$ cat src/rtl/lit_exec_pkg.sv
package lit_exec_pkg;

    localparam int INSTR_W = 16;
    localparam int SEL_W   = 2;
    localparam int FLAG_W  = 5;
    localparam int NIB_W   = 4;

    localparam int FLG_C  = 0;
    localparam int FLG_DC = 1;
    localparam int FLG_Z  = 2;
    localparam int FLG_OV = 3;
    localparam int FLG_N  = 4;

    typedef enum logic [3:0] {
        OP_ADD,
        OP_AND,
        OP_IOR,
        OP_XOR,
        OP_MOV,
        OP_MUL,
        OP_RET,
        OP_SUB,
        OP_BANK,
        OP_PTR1,
        OP_PTR2,
        OP_SKIP,
        OP_ILL
    } op_e;

endpackage

$ cat src/rtl/lit_decode.sv
module lit_decode
    import lit_exec_pkg::*;
#(
    parameter int NUM_PTR = 3
) (
    input  logic [INSTR_W-1:0] instr,
    input  logic               pend,
    output op_e                op
);

    logic [3:0] top_nib;
    logic [3:0] sub_nib;
    logic [3:0] mid_nib;
    logic [1:0] guard;
    logic [SEL_W-1:0] sel_fld;
    logic sel_ok;

    assign top_nib = instr[15:12];
    assign sub_nib = instr[11:8];
    assign mid_nib = instr[7:4];
    assign guard   = instr[7:6];
    assign sel_fld = instr[5:4];
    assign sel_ok  = (32'(sel_fld) < NUM_PTR);

    always_comb begin
        op = OP_ILL;
        case (top_nib)
            4'h0: begin
                if (sub_nib == 4'h1) begin
                    op = (mid_nib == 4'h0) ? OP_BANK : OP_ILL;
                end else begin
                    case (sub_nib)
                        4'hF:    op = OP_ADD;
                        4'hB:    op = OP_AND;
                        4'h9:    op = OP_IOR;
                        4'hA:    op = OP_XOR;
                        4'hE:    op = OP_MOV;
                        4'hD:    op = OP_MUL;
                        4'hC:    op = OP_RET;
                        4'h8:    op = OP_SUB;
                        default: op = OP_ILL;
                    endcase
                end
            end
            4'hE: begin
                if (sub_nib == 4'hE && guard == 2'b00 && sel_ok) begin
                    op = OP_PTR1;
                end
            end
            4'hF: op = pend ? OP_PTR2 : OP_SKIP;
            default: op = OP_ILL;
        endcase
    end

endmodule

$ cat src/rtl/lit_alu.sv
module lit_alu
    import lit_exec_pkg::*;
#(
    parameter int DATA_W = 8
) (
    input  op_e                 op,
    input  logic [DATA_W-1:0]   w_in,
    input  logic [DATA_W-1:0]   lit,
    input  logic [FLAG_W-1:0]   flags_in,
    output logic [DATA_W-1:0]   res,
    output logic [FLAG_W-1:0]   flags_out,
    output logic [2*DATA_W-1:0] prod
);

    localparam int MSB = DATA_W - 1;

    logic [DATA_W:0] add_full;
    logic [NIB_W:0]  add_half;
    logic [DATA_W:0] sub_full;
    logic [NIB_W:0]  sub_half;
    logic [DATA_W-1:0] w_inv;

    assign w_inv    = ~w_in;
    assign add_full = {1'b0, w_in} + {1'b0, lit};
    assign add_half = {1'b0, w_in[NIB_W-1:0]} + {1'b0, lit[NIB_W-1:0]};
    assign sub_full = {1'b0, lit} + {1'b0, w_inv} + {{DATA_W{1'b0}}, 1'b1};
    assign sub_half = {1'b0, lit[NIB_W-1:0]} + {1'b0, w_inv[NIB_W-1:0]}
                    + {{NIB_W{1'b0}}, 1'b1};
    assign prod     = {{DATA_W{1'b0}}, w_in} * {{DATA_W{1'b0}}, lit};

    always_comb begin
        res       = w_in;
        flags_out = flags_in;
        case (op)
            OP_ADD: begin
                res               = add_full[DATA_W-1:0];
                flags_out[FLG_C]  = add_full[DATA_W];
                flags_out[FLG_DC] = add_half[NIB_W];
                flags_out[FLG_OV] = (w_in[MSB] == lit[MSB]) && (res[MSB] != w_in[MSB]);
            end
            OP_SUB: begin
                res               = sub_full[DATA_W-1:0];
                flags_out[FLG_C]  = sub_full[DATA_W];
                flags_out[FLG_DC] = sub_half[NIB_W];
                flags_out[FLG_OV] = (lit[MSB] != w_in[MSB]) && (res[MSB] != lit[MSB]);
            end
            OP_AND:  res = w_in & lit;
            OP_IOR:  res = w_in | lit;
            OP_XOR:  res = w_in ^ lit;
            default: res = w_in;
        endcase
        if (op == OP_ADD || op == OP_SUB || op == OP_AND || op == OP_IOR || op == OP_XOR) begin
            flags_out[FLG_Z] = (res == '0);
            flags_out[FLG_N] = res[MSB];
        end
    end

endmodule

$ cat src/rtl/lit_exec_unit.sv
module lit_exec_unit
    import lit_exec_pkg::*;
#(
    parameter int DATA_W  = 8,
    parameter int BANK_W  = 4,
    parameter int PTR_W   = 12,
    parameter int NUM_PTR = 3
) (
    input  logic                     clk,
    input  logic                     rst_n,
    input  logic                     instr_valid,
    input  logic [INSTR_W-1:0]       instr,
    output logic [DATA_W-1:0]        wreg_o,
    output logic [FLAG_W-1:0]        status_o,
    output logic [BANK_W-1:0]        bank_o,
    output logic [2*DATA_W-1:0]      prod_o,
    output logic [NUM_PTR*PTR_W-1:0] ptr_o,
    output logic                     ret_o,
    output logic                     illegal_o,
    output logic                     ready_o
);

    localparam int HI_W = PTR_W - DATA_W;

    typedef struct packed {
        logic [DATA_W-1:0]              w;
        logic [FLAG_W-1:0]              st;
        logic [BANK_W-1:0]              bank;
        logic [2*DATA_W-1:0]            prod;
        logic [NUM_PTR-1:0][PTR_W-1:0]  ptr;
        logic                           pend;
        logic [SEL_W-1:0]               psel;
        logic [HI_W-1:0]                phi;
        logic                           ret;
        logic                           ill;
        logic                           flush;
    } state_t;

    state_t q, d;

    op_e                 op;
    logic                accept;
    logic [DATA_W-1:0]   lit;
    logic [DATA_W-1:0]   alu_res;
    logic [FLAG_W-1:0]   alu_flags;
    logic [2*DATA_W-1:0] alu_prod;

    assign lit    = instr[DATA_W-1:0];
    assign accept = instr_valid && !q.flush;

    lit_decode #(.NUM_PTR(NUM_PTR)) u_dec (
        .instr (instr),
        .pend  (q.pend),
        .op    (op)
    );

    lit_alu #(.DATA_W(DATA_W)) u_alu (
        .op        (op),
        .w_in      (q.w),
        .lit       (lit),
        .flags_in  (q.st),
        .res       (alu_res),
        .flags_out (alu_flags),
        .prod      (alu_prod)
    );

    always_comb begin
        d       = q;
        d.ret   = 1'b0;
        d.ill   = 1'b0;
        d.flush = 1'b0;
        if (accept) begin
            d.pend = 1'b0;
            case (op)
                OP_ADD, OP_SUB, OP_AND, OP_IOR, OP_XOR: begin
                    d.w  = alu_res;
                    d.st = alu_flags;
                end
                OP_MOV: d.w = lit;
                OP_MUL: d.prod = alu_prod;
                OP_RET: begin
                    d.w     = lit;
                    d.ret   = 1'b1;
                    d.flush = 1'b1;
                end
                OP_BANK: d.bank = instr[BANK_W-1:0];
                OP_PTR1: begin
                    d.pend = 1'b1;
                    d.psel = instr[5:4];
                    d.phi  = instr[HI_W-1:0];
                end
                OP_PTR2: begin
                    for (int i = 0; i < NUM_PTR; i++) begin
                        if (32'(q.psel) == i) begin
                            d.ptr[i] = {q.phi, lit};
                        end
                    end
                end
                OP_SKIP: d.pend = 1'b0;
                default: d.ill = 1'b1;
            endcase
        end
    end

    always_ff @(posedge clk) begin
        if (!rst_n) begin
            q <= '0;
        end else begin
            q <= d;
        end
    end

    assign wreg_o    = q.w;
    assign status_o  = q.st;
    assign bank_o    = q.bank;
    assign prod_o    = q.prod;
    assign ptr_o     = q.ptr;
    assign ret_o     = q.ret;
    assign illegal_o = q.ill;
    assign ready_o   = !q.flush;

endmodule

$ cat config.mk
export PLATFORM = sky130hd
export DESIGN_NAME = lit_exec_unit
export DESIGN_NICKNAME = d
export VERILOG_FILES = /design/src/rtl/lit_exec_pkg.sv /design/src/rtl/lit_decode.sv /design/src/rtl/lit_alu.sv /design/src/rtl/lit_exec_unit.sv
export SDC_FILE = /design/constraint.sdc
export NUM_CORES = 1
export LEC_CHECK = 0
export BUFFER_PORTS_ARGS = -buffer_cell sky130_fd_sc_hd__buf_2
export CAP_MARGIN = 20
export CELL_PAD_IN_SITES_DETAIL_PLACEMENT = 1
export CELL_PAD_IN_SITES_GLOBAL_PLACEMENT = 1
export CORE_AREA = 4 4 134 136
export CTS_BUF_LIST = sky130_fd_sc_hd__clkbuf_4 sky130_fd_sc_hd__clkbuf_8
export DETAILED_ROUTE_END_ITERATION = 8
export DIE_AREA = 0 0 138 140
export GPL_ROUTABILITY_DRIVEN = 0
export PLACE_DENSITY = 0.87
export REMOVE_ABC_BUFFERS = 1
export SYNTH_ARGS = -nofsm -noshare
export SYNTH_HDL_FRONTEND = slang
export SYNTH_SLANG_ARGS = --single-unit
export TNS_END_PERCENT = 100
$ cat constraint.sdc
create_clock -name clk -period 4.97 [get_ports clk]
set_clock_uncertainty 0.15 [all_clocks]
set_input_delay 0.994 -clock clk [delete_from_list [all_inputs] [get_ports clk]]
set_output_delay 0.994 -clock clk [all_outputs]
set_load 0.01 [all_outputs]
== Yosys cells after proc, flatten, opt, wreduce, memory -nomap -nowiden ==
Memories as Yosys holds them, arrays and structs flattened.
Index checks and enable logic that the tools add are counted.
Operators by class
  add/subtract/negate cells: 6
  multipliers: 1
  magnitude comparators: 1
  eq/ne operators: 21
  mux-type cells: 12
  bitwise operators: 4
  reductions and logical operators: 31
Operator list (number)
  $pmux 8 s5: 1
  $eq 4x4->1 const B: 7
  $add 8x8->9: 2
  $eq 4x3->1 const B: 4
  $mul 8x8->16: 1
  $pmux 8 s2: 1
  $reduce_and 3->1: 5
  $logic_not 4->1: 3
  $pmux 4 s3: 1
  $reduce_or 12->1: 1
  $add 4x4->5: 2
  $reduce_and 2->1: 5
  $add 9x1->9 const B: 1
  $and 8x8->8: 1
  $eq 4x1->1 const B: 2
  $eq 4x2->1 const B: 2
  $logic_not 8->1: 1
  $not 8->8: 1
  $or 8x8->8: 1
  $xor 8x8->8: 1
  $mux 3: 2
  $add 5x1->5 const B: 1
  $logic_and 1x1->1: 5
  $reduce_or 5->1: 1
  other kinds (14): 24
Word-level totals
  bits in registers: 78
  bits in read-only memories: 64
  bits of input ports: 19
  output and inout bits: 72
  memories: 1
Memories
  (no name shown): depth 16, width 4, read ports 1, clocked after memory_dff 0, wr ports 0, RTL line lit_decode.sv:32  | case (sub_nib)

== Longest topological paths before layout ==
  word-level depth: 11
  depth in mapped cells: 20
  gate-level depth less buffers: 19

== Hierarchy ==
Synthesis repeated with hierarchy kept, for this count alone.
Unflattened totals
  cells, all modules: 900
  area total of the unflattened synthesis: 7124.3 sq um
Modules (own cells, without submodules)
  lit_exec_unit: instances 1, cells an instance 448, area each 3697.3 sq um
  lit_alu: instances 1, cells an instance 432, area each 3283.1 sq um
  lit_decode: instances 1, cells an instance 20, area each 143.9 sq um

== Worst setup path after synthesis ==
Ideal clock, no wire load.
  kind: input -> register
  from: input instr[7]
  to: register q, in the netlist prod_o[14]
  library setup time: 0.070 ns
  data arrival time: 5.129 ns
  data required time: 4.750 ns
  setup slack: -0.379 ns
  cell stages on the path: 17
  path buffers: 1
  cells stage by stage: clkbuf_1 > clkinv_1 > nor2_1 > fa_1 > fa_1 > fa_1 > inv_1 > fa_1 > inv_1 > ha_1 > a21o_1 > a31oi_1 > o21ai_0 > o41ai_1 > xnor2_1 > nand2_1 > a21oi_1
Between the ends
  longest elaborated chain between the ends: 7
  elaborated cells between the ends (all ways): 11
  those cells by class: mul (1); eq/ne (1); mux (4); reduce/logical (5)
RTL lines
  from (decl): RTL line lit_exec_unit.sv:12  | input logic [INSTR_W-1:0] instr,
  parallel branches: the longest is 7 deep, another holds $mul 8x8->16
  to (signal assigned): RTL line lit_exec_unit.sv:107  | q <= '0;
  to (signal assigned): RTL line lit_exec_unit.sv:109  | q <= d;
  to (decl): RTL line lit_exec_unit.sv:39  | state_t q, d;
Several ways; the timed one is not identified.
A chain may end at the register's enable or synchronous reset.

== Worst setup path in the final report ==
  from: input instr[4]
  to: register q, in the netlist prod_o[15]
Between the ends
  longest elaborated chain between the ends: 6
  elaborated cells between the ends (all ways): 10
  those cells by class: mul (1); order compare (1); eq/ne (1); mux (4); reduce/logical (3)
RTL lines
  parallel branches: the longest is 6 deep, another holds $mul 8x8->16
Several ways; the timed one is not identified.

==> flow_metrics.tcl <==
set metrics [dict create \
    routed_wl_um 20930 \
    worstHoldPathCells 2 \
    tritoncts "built" \
    layout_commonest_cell "nor2_1" \
    drv_slew 0 \
    syn_area_um2 6588 \
    yosys.area.top_type_share_pct 23.70 \
    power_frac_comb_pct 12.8 \
    layout_common_cells "134 x nor2_1, 88 x buf_2, 78 x nand2_1, 78 x dfxtp_1, 69 x inv_1" \
    drt_iter0_drc 349 \
    synth_warnings 0 \
    die-area_um2 19320 \
    clk_latency_ns 0.38 \
    p_seq_share_pct 49.4 \
    maxCapViolCount 0 \
    slowest_delay_ns 0.55 \
    hp-start "prod_o[5]" \
    worstReg2RegStart "wreg_o[5]" \
    timing.final.crit_share_pct 97.56 \
    cp-startpoint "instr[4]" \
    ctsHoldBuffers 0 \
    async_reset_ff_share_pct 0 \
    p_sw_share_pct 30.82 \
    fin_setup_tns_ns 0 \
    firstDrtPassIters 5 \
    synth-seq-cells 78 \
    drc 0 \
    p_clk_share_pct 37.8 \
    ys_top_cells_by_area "dfxtp_1 24%, fa_1 12%, ha_1 11%" \
    cts_root_buffer "clkbuf_8" \
    layout_setup_ws_ns 0.1211 \
    worstSetupPathType "input pin to flop" \
    yosys.area_share.simple_pct 17.63 \
    synthAdderAreaFrac_pct 22.94 \
    vdd_drop_max_v 0.0001024 \
    startpoint_type "input pin" \
    p_leak_nw 3.747 \
    cp.arrival_ns 5.01 \
    portBuffers 90 \
    netlist_instances 821 \
    synth_seq_area_share_pct 23.70 \
    drive_gt1_share_pct 23.63 \
    die_height_um 140 \
    grt_pass1_wl_um 33900 \
    worst_pin_slew_ns 1.121 \
    max_freq_ghz 0.2062 \
    clk_pin_slew_worst_paths_ns 0.10 \
    syn2layout_area_growth_pct 13.96 \
    p_per_area_nw_per_um2 169.1 \
    synthFlopType "dfxtp_1" \
    min_path_type "flop to flop" \
    crit_fanout 7 \
    worstPathCellList "buf_4 > buf_8 > nand2_2 > fa_1 > fa_1 > inv_1 > fa_1 > inv_1 > fa_1 > inv_1 > ha_4 > a21o_1 > a31o_4 > a41oi_4 > a21oi_2 > xnor2_2 > a211oi_2" \
    fin_nets 1005 \
    reg2reg_setup_slack_ns 0.32 \
    utilization_pct 44.33 \
    hold_violations 0 \
    clkSinkCount 78 \
    reg2reg_depth 15 \
    cp_common_cell "fa_1" \
    end_kind "flop" \
    first_global_vias 6514 \
    outcome "finished clean" \
    synth.distinct_cells 63 \
    synth_top_family_by_area "adder cells" \
    rsz0062_at_grt "false" \
    insertedDiodeCount 0 \
    vias 5975 \
    antenna_found_initial 0 \
    total_power_w 0.001270 \
    synth.area.mux_share_pct 4.729 \
    synth_compound_area_share_pct 13.50 \
    htreeDepth 3 \
    dpl_worst_slack_ns -0.6082 \
    core_area_um2 16940 \
    num_rows 48 \
    cts_buffers 9 \
    setup_viol 0 \
    min_period_ns 4.849 \
    slew-limit-headroom_pct 24.94 \
    yosys.area.top_type "dfxtp_1" \
    io_pins 91 \
    dp_hpwl_um 16250 \
    power.internal_w 0.0008783 \
    synth_xor_area_share_pct 3.058 \
    rr_endpoint "prod_o[15]" \
    vias_per_cell 5.344 \
    start_util_pct 38.90 \
    cp_slowest_cell "fa_1" \
    avgSynthCellArea_um2 8.024 \
    p_sw_w 0.0003912 \
    synth_edf_count 0 \
    grt_max_degree 35 \
    grt.overflow.total 0 \
    track_usage_pct 21.68 \
    post_drt_wl_per_cell_um 18.72 \
    antenna_left 0 \
    fillers 2090 \
    required_ns 5.13 \
    min_to "prod_o[5]" \
    die_w_um 138 \
    cts_buffer_depth 2 \
]
-- final cells by class --
| cell class | instances | area, um^2 | area share, % |
|---|---|---|---|
| multi-input cells | 563 | 4213 | 56.12 |
| repair buffers | 156 | 958.4 | 12.77 |
| flip-flops and latches | 78 | 1562 | 20.80 |
| clock inverters | 7 | 63.81 | 0.8500 |
| clock buffers | 9 | 123.9 | 1.650 |
| well taps | 225 | 281.5 | 3.750 |
| inverters | 80 | 305.3 | 4.067 |
-- sequential cells by signal, indices dropped and copies added (netlist names) --
signal     count
ptr_o         36
prod_o        16
q              8
wreg_o         8
status_o       5
bank_o         4
illegal_o      1
-- power groups by stage --
| stage | registers (W) | logic, W | clock network [W] |
|---|---|---|---|
| 6_report | 0.000627 | 0.000163 | 0.000480 |
| 5_1_grt | 0.000627 | 0.000176 | 0.000524 |
| 3_5_place_dp | 0.000642 | 0.000153 | 0 |
| 3_3_place_gp | 0.000642 | 0.000149 | 0 |
| 4_1_cts | 0.000627 | 0.000156 | 0.000496 |
| 2_1_floorplan | 0.000642 | 0.0000754 | 0 |
-- cell usage after synthesis (5+ instances only) --
cell and count:
dfxtp_1 78, buf_4 71, xor2_1 7, xnor2_1 16, a21oi_1 54, o21ai_0 22, nand3_1 9, nand2_1 79
nor3_1 10, ha_1 60, o22ai_1 10, inv_1 74, a21o_1 6, nor2_1 138, mux2i_1 30, buf_2 7
a211oi_1 5, clkbuf_1 22, nand2b_1 5, fa_1 38, clkinv_1 5
-- through the flow --
step           hold slack (ns)  cells  area, um^2
2_1_floorplan           0.2816    721        5937
3_3_place_gp            0.2865   1098        7134
3_5_place_dp            0.2934   1098        7134
4_1_cts                 0.3080   1114        7388
5_1_grt                 0.3250   1118        7507
6_report                0.3070   1118        7507
-- how the worst max path moves through the flow --
stage / endpoint / slack [ns]
CTS: prod_o[14] / -0.02
global placement: prod_o[14] / -0.46
detailed placement: prod_o[14] / -0.61
finish: prod_o[15] / 0.12
global route: prod_o[15] / 0.0006
floorplan: prod_o[14] / -0.13
-- routing by layer --
layer / wire length [um] / GRT usage, %
met2: 10520 / 38.46
met4: 674 / 8.684
met1: 8429 / 25.25
met3: 1307 / 5.121
met5: 0 / 0
-- cells by family after synthesis --
kind of cell               Yosys count
AOI/OAI and AO/OA                  138
muxes                               31
xor gates and xnor gates            23
buffers and inverters              180
and+or+nand+nor                    273
adders and majority gates           98
DFF                                 78
-- critical path: cells and delay by family --
| kind | cells | cell delay (ns) |
|---|---|---|
| XOR/XNOR | 1 | 0.15 |
| adder cells (fa/ha/maj) | 5 | 2.37 |
| AND/OR/NAND/NOR | 1 | 0.07 |
| AO/OA/AOI/OAI | 5 | 0.99 |
| buffers and inverters | 5 | 0.44 |
-- what timing repair did --
item,4_1_cts,5_1_grt
pin swaps,9,22
gates resized for setup,12,28
setup endpoints to repair,3,5
hold endpoints to repair,0,0
setup buffers,0,4
(Power assumes the default switching activity.)
